<file path="src/rtl/retire_pkg.sv">
`timescale 1ns/1ps
package retire_pkg;

  typedef enum logic [2:0] {
    HA_HALT,      // cannot proceed, scan ends
    HA_DROP,      // squashed: remove without bandwidth
    HA_NONSPEC,   // unexecuted serialising entry
    HA_UNCACHED,  // unexecuted load
    HA_FAULT,     // faulting entry
    HA_RETIRE     // normal retirement
  } head_act_e;

  function automatic head_act_e classify(
    input logic vld, input logic rdy, input logic sq, input logic ex,
    input logic ns, input logic bar, input logic ld, input logic flt);
    if (!vld || !rdy)   return HA_HALT;
    if (sq)             return HA_DROP;
    if (!ex) begin
      if (ns || bar)    return HA_NONSPEC;
      if (ld)           return HA_UNCACHED;
      return HA_HALT;
    end
    if (flt)            return HA_FAULT;
    return HA_RETIRE;
  endfunction

endpackage

</file>
<file path="src/rtl/retire_scan.sv">
`timescale 1ns/1ps
module retire_scan
  import retire_pkg::*;
#(
  parameter int COMMIT_W = 2,
  parameter int WIN      = 4,
  parameter int SEQ_W    = 8,
  parameter int AR_W     = 5,
  parameter int PR_W     = 6,
  parameter int PC_W     = 16,
  localparam int POP_W   = $clog2(WIN + 1),
  localparam int CC_W    = $clog2(COMMIT_W + 1)
) (
  input  logic                     en,
  input  logic                     stores_pend,
  input  logic [WIN-1:0]           hd_valid,
  input  logic [WIN-1:0]           hd_ready,
  input  logic [WIN-1:0]           hd_squashed,
  input  logic [WIN-1:0]           hd_executed,
  input  logic [WIN-1:0]           hd_nonspec,
  input  logic [WIN-1:0]           hd_barrier,
  input  logic [WIN-1:0]           hd_load,
  input  logic [WIN-1:0]           hd_fault,
  input  logic [WIN-1:0]           hd_dst_en,
  input  logic [WIN*SEQ_W-1:0]     hd_seq,
  input  logic [WIN*AR_W-1:0]      hd_arch,
  input  logic [WIN*PR_W-1:0]      hd_phys,
  input  logic [WIN*PC_W-1:0]      hd_npc,
  output logic [POP_W-1:0]         pop_cnt,
  output logic [CC_W-1:0]          commit_cnt,
  output logic [COMMIT_W-1:0]      map_we,
  output logic [COMMIT_W*AR_W-1:0] map_arch,
  output logic [COMMIT_W*PR_W-1:0] map_phys,
  output logic                     nonspec_vld,
  output logic                     uncached_vld,
  output logic [SEQ_W-1:0]         req_seq,
  output logic                     clr_ready,
  output logic                     trap_go,
  output logic                     done_vld,
  output logic [SEQ_W-1:0]         done_seq,
  output logic [PC_W-1:0]          last_npc
);

  head_act_e act [WIN];

  for (genvar g = 0; g < WIN; g++) begin : g_cls
    assign act[g] = classify(hd_valid[g], hd_ready[g], hd_squashed[g],
                             hd_executed[g], hd_nonspec[g], hd_barrier[g],
                             hd_load[g], hd_fault[g]);
  end

  always_comb begin
    logic halted;
    int   npop;
    int   ncom;
    halted       = !en;
    npop         = 0;
    ncom         = 0;
    map_we       = '0;
    map_arch     = '0;
    map_phys     = '0;
    nonspec_vld  = 1'b0;
    uncached_vld = 1'b0;
    req_seq      = '0;
    clr_ready    = 1'b0;
    trap_go      = 1'b0;
    done_vld     = 1'b0;
    done_seq     = '0;
    last_npc     = '0;
    for (int i = 0; i < WIN; i++) begin
      if (!halted) begin
        if (ncom == COMMIT_W) begin
          halted = 1'b1;
        end else begin
          unique case (act[i])
            HA_DROP: npop = npop + 1;
            HA_NONSPEC: begin
              if (!stores_pend && ncom == 0) begin
                nonspec_vld = 1'b1;
                req_seq     = hd_seq[i*SEQ_W +: SEQ_W];
                clr_ready   = 1'b1;
              end
              halted = 1'b1;
            end
            HA_UNCACHED: begin
              uncached_vld = 1'b1;
              req_seq      = hd_seq[i*SEQ_W +: SEQ_W];
              clr_ready    = 1'b1;
              halted       = 1'b1;
            end
            HA_FAULT: begin
              if (!stores_pend && ncom == 0) trap_go = 1'b1;
              halted = 1'b1;
            end
            HA_RETIRE: begin
              if (hd_dst_en[i]) begin
                map_we[ncom]                 = 1'b1;
                map_arch[ncom*AR_W +: AR_W]  = hd_arch[i*AR_W +: AR_W];
                map_phys[ncom*PR_W +: PR_W]  = hd_phys[i*PR_W +: PR_W];
              end
              done_vld = 1'b1;
              done_seq = hd_seq[i*SEQ_W +: SEQ_W];
              last_npc = hd_npc[i*PC_W +: PC_W];
              ncom     = ncom + 1;
              npop     = npop + 1;
            end
            default: halted = 1'b1;
          endcase
        end
      end
    end
    pop_cnt    = POP_W'(npop);
    commit_cnt = CC_W'(ncom);
  end

endmodule

</file>
<file path="src/rtl/retire_occ.sv">
`timescale 1ns/1ps
module retire_occ #(
  parameter int ROB_SZ  = 16,
  parameter int POP_W   = 3,
  parameter int ALLOC_W = 3,
  localparam int OCC_W  = $clog2(ROB_SZ + 1)
) (
  input  logic               clk,
  input  logic               rst_n,
  input  logic [ALLOC_W-1:0] alloc_cnt,
  input  logic [POP_W-1:0]   pop_cnt,
  output logic [OCC_W-1:0]   rob_free,
  output logic               rob_empty,
  output logic               occ_upd
);

  logic [OCC_W-1:0] occ_q;

  always_ff @(posedge clk) begin
    if (!rst_n) begin
      occ_q   <= '0;
      occ_upd <= 1'b0;
    end else begin
      occ_q   <= occ_q + OCC_W'(alloc_cnt) - OCC_W'(pop_cnt);
      occ_upd <= (alloc_cnt != '0) || (pop_cnt != '0);
    end
  end

  assign rob_free  = OCC_W'(ROB_SZ) - occ_q;
  assign rob_empty = (occ_q == '0);

  AST_NO_UNDERFLOW: assert property (@(posedge clk) disable iff (!rst_n)
    OCC_W'(pop_cnt) <= occ_q);
  AST_NO_OVERFLOW: assert property (@(posedge clk) disable iff (!rst_n)
    (32'(occ_q) + 32'(alloc_cnt) - 32'(pop_cnt)) <= ROB_SZ);

endmodule

</file>
<file path="src/rtl/retire_trap.sv">
`timescale 1ns/1ps
module retire_trap #(
  parameter int TRAP_LAT = 3,
  localparam int TW      = $clog2(TRAP_LAT + 1)
) (
  input  logic clk,
  input  logic rst_n,
  input  logic trap_go,
  output logic busy,
  output logic squash
);

  logic [TW-1:0] tmr_q;

  always_ff @(posedge clk) begin
    if (!rst_n)              tmr_q <= '0;
    else if (trap_go)        tmr_q <= TW'(TRAP_LAT);
    else if (tmr_q != '0)    tmr_q <= tmr_q - 1'b1;
  end

  assign busy   = (tmr_q != '0);
  assign squash = (tmr_q == TW'(1));

  AST_TRAP_ARMED: assert property (@(posedge clk) disable iff (!rst_n)
    $rose(busy) |-> $past(trap_go));
  AST_TRAP_NO_REARM: assert property (@(posedge clk) disable iff (!rst_n)
    busy |-> !trap_go);

endmodule

</file>
<file path="src/rtl/retire_unit.sv">
`timescale 1ns/1ps
module retire_unit #(
  parameter int COMMIT_W   = 2,
  parameter int WIN        = 4,
  parameter int SEQ_W      = 8,
  parameter int AR_W       = 5,
  parameter int PR_W       = 6,
  parameter int PC_W       = 16,
  parameter int INST_BYTES = 4,
  parameter int ROB_SZ     = 16,
  parameter int TRAP_LAT   = 3,
  parameter int ALLOC_W    = 3,
  parameter int BW_W       = 16,
  localparam int POP_W     = $clog2(WIN + 1),
  localparam int CC_W      = $clog2(COMMIT_W + 1),
  localparam int OCC_W     = $clog2(ROB_SZ + 1)
) (
  input  logic                     clk,
  input  logic                     rst_n,
  input  logic                     grant,
  input  logic                     stores_pend,
  input  logic [ALLOC_W-1:0]       alloc_cnt,
  input  logic [WIN-1:0]           hd_valid,
  input  logic [WIN-1:0]           hd_ready,
  input  logic [WIN-1:0]           hd_squashed,
  input  logic [WIN-1:0]           hd_executed,
  input  logic [WIN-1:0]           hd_nonspec,
  input  logic [WIN-1:0]           hd_barrier,
  input  logic [WIN-1:0]           hd_load,
  input  logic [WIN-1:0]           hd_fault,
  input  logic [WIN-1:0]           hd_dst_en,
  input  logic [WIN*SEQ_W-1:0]     hd_seq,
  input  logic [WIN*AR_W-1:0]      hd_arch,
  input  logic [WIN*PR_W-1:0]      hd_phys,
  input  logic [WIN*PC_W-1:0]      hd_npc,
  output logic [POP_W-1:0]         pop_cnt,
  output logic [CC_W-1:0]          commit_cnt,
  output logic [COMMIT_W-1:0]      map_we,
  output logic [COMMIT_W*AR_W-1:0] map_arch,
  output logic [COMMIT_W*PR_W-1:0] map_phys,
  output logic                     nonspec_vld,
  output logic                     uncached_vld,
  output logic [SEQ_W-1:0]         req_seq,
  output logic                     clr_ready,
  output logic                     trap_start,
  output logic                     trap_busy,
  output logic                     trap_squash,
  output logic                     done_vld,
  output logic [SEQ_W-1:0]         done_seq,
  output logic [PC_W-1:0]          arch_pc,
  output logic [PC_W-1:0]          arch_npc,
  output logic [OCC_W-1:0]         rob_free,
  output logic                     rob_empty,
  output logic                     occ_upd,
  output logic [BW_W-1:0]          bw_events
);

  logic            scan_en;
  logic [PC_W-1:0] last_npc;

  assign scan_en = grant && !trap_busy;

  retire_scan #(
    .COMMIT_W(COMMIT_W), .WIN(WIN), .SEQ_W(SEQ_W),
    .AR_W(AR_W), .PR_W(PR_W), .PC_W(PC_W)
  ) u_scan (
    .en(scan_en), .stores_pend(stores_pend),
    .hd_valid(hd_valid), .hd_ready(hd_ready), .hd_squashed(hd_squashed),
    .hd_executed(hd_executed), .hd_nonspec(hd_nonspec),
    .hd_barrier(hd_barrier), .hd_load(hd_load), .hd_fault(hd_fault),
    .hd_dst_en(hd_dst_en), .hd_seq(hd_seq), .hd_arch(hd_arch),
    .hd_phys(hd_phys), .hd_npc(hd_npc),
    .pop_cnt(pop_cnt), .commit_cnt(commit_cnt), .map_we(map_we),
    .map_arch(map_arch), .map_phys(map_phys),
    .nonspec_vld(nonspec_vld), .uncached_vld(uncached_vld),
    .req_seq(req_seq), .clr_ready(clr_ready), .trap_go(trap_start),
    .done_vld(done_vld), .done_seq(done_seq), .last_npc(last_npc)
  );

  retire_trap #(.TRAP_LAT(TRAP_LAT)) u_trap (
    .clk(clk), .rst_n(rst_n), .trap_go(trap_start),
    .busy(trap_busy), .squash(trap_squash)
  );

  retire_occ #(.ROB_SZ(ROB_SZ), .POP_W(POP_W), .ALLOC_W(ALLOC_W)) u_occ (
    .clk(clk), .rst_n(rst_n), .alloc_cnt(alloc_cnt), .pop_cnt(pop_cnt),
    .rob_free(rob_free), .rob_empty(rob_empty), .occ_upd(occ_upd)
  );

  always_ff @(posedge clk) begin
    if (!rst_n) begin
      arch_pc   <= '0;
      arch_npc  <= '0;
      bw_events <= '0;
    end else begin
      if (done_vld) begin
        arch_pc  <= last_npc;
        arch_npc <= last_npc + PC_W'(INST_BYTES);
      end
      if (commit_cnt == CC_W'(COMMIT_W)) bw_events <= bw_events + 1'b1;
    end
  end

  AST_WIDTH_CAP: assert property (@(posedge clk) disable iff (!rst_n)
    commit_cnt <= CC_W'(COMMIT_W));
  AST_ONE_SIDE_EXIT: assert property (@(posedge clk) disable iff (!rst_n)
    $onehot0({nonspec_vld, uncached_vld, trap_start}));
  AST_NS_FIRST_SLOT: assert property (@(posedge clk) disable iff (!rst_n)
    nonspec_vld |-> (commit_cnt == '0 && !stores_pend));
  AST_HALT_IN_TRAP: assert property (@(posedge clk) disable iff (!rst_n)
    trap_busy |-> (pop_cnt == '0));
  AST_PC_HOLD: assert property (@(posedge clk) disable iff (!rst_n)
    (commit_cnt == '0) |=> $stable(arch_pc));
  AST_BW_STEP: assert property (@(posedge clk) disable iff (!rst_n)
    (commit_cnt == CC_W'(COMMIT_W)) |=> (bw_events == $past(bw_events) + 1'b1));

endmodule

</file>
<file path="config.mk">
export PLATFORM = sky130hd
export DESIGN_NAME = retire_unit
export DESIGN_NICKNAME = d
export VERILOG_FILES = /design/src/rtl/retire_pkg.sv /design/src/rtl/retire_scan.sv /design/src/rtl/retire_occ.sv /design/src/rtl/retire_trap.sv /design/src/rtl/retire_unit.sv
export SDC_FILE = /design/constraint.sdc
export NUM_CORES = 1
export LEC_CHECK = 0
export BUFFER_PORTS_ARGS = -buffer_cell sky130_fd_sc_hd__buf_2
export CORE_MARGIN = 5
export CORE_UTILIZATION = 54
export DETAILED_ROUTE_END_ITERATION = 12
export GPL_TIMING_DRIVEN = 1
export PLACE_DENSITY_LB_ADDON = 0.05
export SETUP_SLACK_MARGIN = 0.1
export SLEW_MARGIN = 40
export SYNTH_ARGS = -nofsm -noshare
export SYNTH_HDL_FRONTEND = slang
export SYNTH_SLANG_ARGS = --single-unit
</file>
<file path="constraint.sdc">
create_clock -name clk -period 14.82 [get_ports clk]
set_clock_uncertainty 0.2 [all_clocks]
set_input_delay 0.741 -clock clk [delete_from_list [all_inputs] [get_ports clk]]
set_output_delay 0.741 -clock clk [all_outputs]
set_load 0.05 [all_outputs]
</file>
==> flow_summary.yaml <==
power_and_ir_drop:
  p_int_uw: 288.2
  power.leakage_uw: 0.003929
  p_clk_share_pct: 24.6
  power.density_nw_per_um2: 55.65
  seqPwrFrac_pct: 32.4
  switching_share_pct: 41.08
  switchingPower_uw: 200.9
  peakVddDrop_mv: 0.05196
  combPwrFrac_pct: 43.0
yosys:
  synthFlopType: "dfxtp_1"
  synth-simple-area-share_pct: 29.98
  synth_compound_area_share_pct: 27.88
  synthArstFlopShare_pct: 0
  ys_seq_area_share_pct: 15.24
  synth_nets: 1227
  avgSynthCellArea_um2: 7.057
  synth_cell_types: 89
  synth.most_common_cell: "nand2_1"
  mappedNetlistArea_um2: 7092
  synth_xor_area_share_pct: 5.311
  yosysTopAreaCellShare_pct: 15.24
  synth_common_cells: "nand2_1 (124), nor2_1 (96), a21oi_1 (64), o21ai_0 (64), dfxtp_1 (54)"
  synth_top_family_by_area: "simple AND/OR/NAND/NOR gates"
  synth.top_cells.by_area: "dfxtp_1 (15%), mux2i_1 (6.8%), nand2_1 (6.6%)"
  synthCells: 1005
  synth.mux.area_fraction_pct: 8.522
  ys_ff_latch: 54
  yosys_warnings: 0
  synth_edf_count: 0
  synth_fa_ha_area_share_pct: 7.198
  yosysTopAreaCell: "dfxtp_1"
drt:
  drc_errors: 0
  routed_wirelength_um: 27910
  avgRoutedWirePerCell_um: 19.57
  dr.pass1.iters: 8
  final_antenna_net_count: 0
  drt_iter0_markers: 893
  vias_per_cell: 6.327
  via_count: 9022
job:
  cap_violations: 0
global_routing:
  grt_max_degree: 43
  grt_util_met1_pct: 41.05
  antenna_found_initial: 0
  use_met2_pct: 58.49
  grt_pass1_wl_um: 44200
  grt_util_met3_pct: 7.376
  grt_usage_pct: 33.99
  grt_pass1_vias: 8566
  grt.busiest_layer: "met2"
  grt_overflow: 0
clock_tree:
  cts.path.max_buffers: 2
  cts_tree: "yes"
  numCtsBuffers: 5
  clkTransAtPathRegs_ns: 0.07
  cts.sinks: 54
  ctsResizeCount: 0
  cts_root_buf: "clkbuf_16"
  htree_levels: 2
  post_cts_buffers: 0
  postCtsHoldBufs: 0
  insertion_delay_ns: 0.30
finish:
  antenna_cells: 0
  drive_gt1_share_pct: 27.99
  seq_area_um2: 1081
  area_growth_pct: 23.92
  stdcell_count: 1426
  multi_input_area_um2: 5659
  nNetsFinal: 1475
  fillCellCount: 1172
die:
  rows: 41
  die_h_um: 124.6
  io_pins: 290
  die_w_um: 124.6
  coreArea_um2: 12770
  die-area_um2: 15530
  start_util_pct: 55.52
critical_path:
  start_kind: "input port"
  crit_fanout: 29
  critPathRequiredTime_ns: 13.88
  r2r.worst_path.cells: 23
  worstPathArrival_ns: 8.05
  crit_type: "input port to output pin"
  endpoint_kind: "output pin"
timing:
  finalSetupTns_ns: 0
  maxSlewHeadroom_pct: 42.48
  rsz0062_at_grt: "no"
  max_slew.worst_pin.slew_ns: 0.8556
  max_freq_mhz: 111.2
  period_share_pct: 60.67
  drv_slew: 0
  finalSetupViolCount: 0
  finalHoldViolCount: 0
  min_period_ns: 8.992
  holdWs_ns: 0.2524
place:
  dp_cells: 1418
  port_buffers: 289
  dp_hpwl_um: 22390
  place_congestion: 0.9767
status:
  status: "complete, no violations"
min_path:
  min_path_type: "flop to flop"
  hold_depth: 2
[metal layers]
metal / up-vias / wire length, µm
li1: 4250 / -
met1: 4133 / 10640
met2: 551 / 13450
met3: 88 / 2661
met4: 0 / 1158
met5: - / 0
[kinds of logic after synthesis]
group                    Yosys count
AO/OA/AOI/OAI                    284
XOR/XNOR                          43
adder cells (fa/ha/maj)           39
buffers and inverters            102
flip-flops                        54
multiplexers                      57
AND/OR/NAND/NOR                  426
[critical path, cell delays in order]
cell and delay, ns:
buf_2 0.14, nand4b_1 0.33, nor2_2 0.15, buf_4 0.31, clkinv_1 0.35, ha_1 0.38, or3b_2 0.62, ha_1 0.29
and4bb_2 0.39, nand2_1 0.16, a211oi_1 0.38, o2bb2ai_2 0.10, buf_4 0.24, inv_2 0.42, ha_1 0.61, nand2_1 0.15
ha_1 0.51, or3_1 0.51, a2bb2oi_1 0.16, nor4_1 0.54, mux2i_1 0.25, buf_2 0.28
[per-stage QoR]
step                      total power, µW  instance area [µm²]  util, %  worst slack (ns)
after global placement              364.1                 8579    67.17             6.357
after detailed placement            368.8                 8611    67.41             6.096
after global routing                517.4                 8788    68.80             5.425
final                               489.1                 8788    68.80             5.828
after CTS                           488.7                 8761    68.59             6.068
after floorplan                     299.9                 7092        -             6.192
[state kept, by name (all words and copies together), names as in the netlist]
signal and count:
u_occ.occ_upd 1, u_occ.occ_q 5, bw_events 16, arch_npc 14, u_trap.tmr_q 2, arch_pc 16
[worst paths after layout]
path | startpoint | to | slack [ns]
max | hd_squashed[1] | map_phys[11] | 5.83
min | arch_pc[3] | arch_pc[3] | 0.25
max reg2reg | u_trap.tmr_q[1] | arch_npc[15] | 7.40
min reg2reg | arch_pc[3] | arch_pc[3] | 0.25
[power by group through the flow]
stage | combinational (µW) | clock, µW | sequential (µW)
2_1_floorplan | 138 | 0 | 162
3_3_place_gp | 202 | 0 | 162
3_5_place_dp | 207 | 0 | 162
4_1_cts | 208 | 122 | 159
5_1_grt | 227 | 130 | 160
6_report | 210 | 120 | 159
[area by class of cell]
cell class                      count  share of cell area [%]
Inverter                           45                   1.922
Tap cell                          172                   2.449
Timing Repair Buffer              298                   17.23
Clock buffer                        5                   1.424
Multi-Input combinational cell    849                   64.39
Clock inverter                      3                  0.2847
Sequential cell                    54                   12.30
[cells in the final DEF (no fill, tap or decap), types with 8 or more instances in the layout]
| master | count |
|---|---|
| and3_1 | 21 |
| inv_1 | 39 |
| nor3_1 | 41 |
| xor2_1 | 14 |
| a21oi_1 | 64 |
| a211oi_1 | 14 |
| o21ai_0 | 64 |
| o22ai_1 | 10 |
| nor2_1 | 95 |
| xnor2_1 | 27 |
| a221oi_1 | 16 |
| dfxtp_1 | 54 |
| ha_1 | 35 |
| nand2_1 | 124 |
| buf_2 | 289 |
| or3_1 | 8 |
| mux2i_1 | 48 |
| a32oi_1 | 10 |
| nor2b_1 | 9 |
| buf_4 | 9 |
| nand4_1 | 10 |
| nand3_1 | 52 |
| a22oi_1 | 19 |
(Power assumes the default switching activity.)
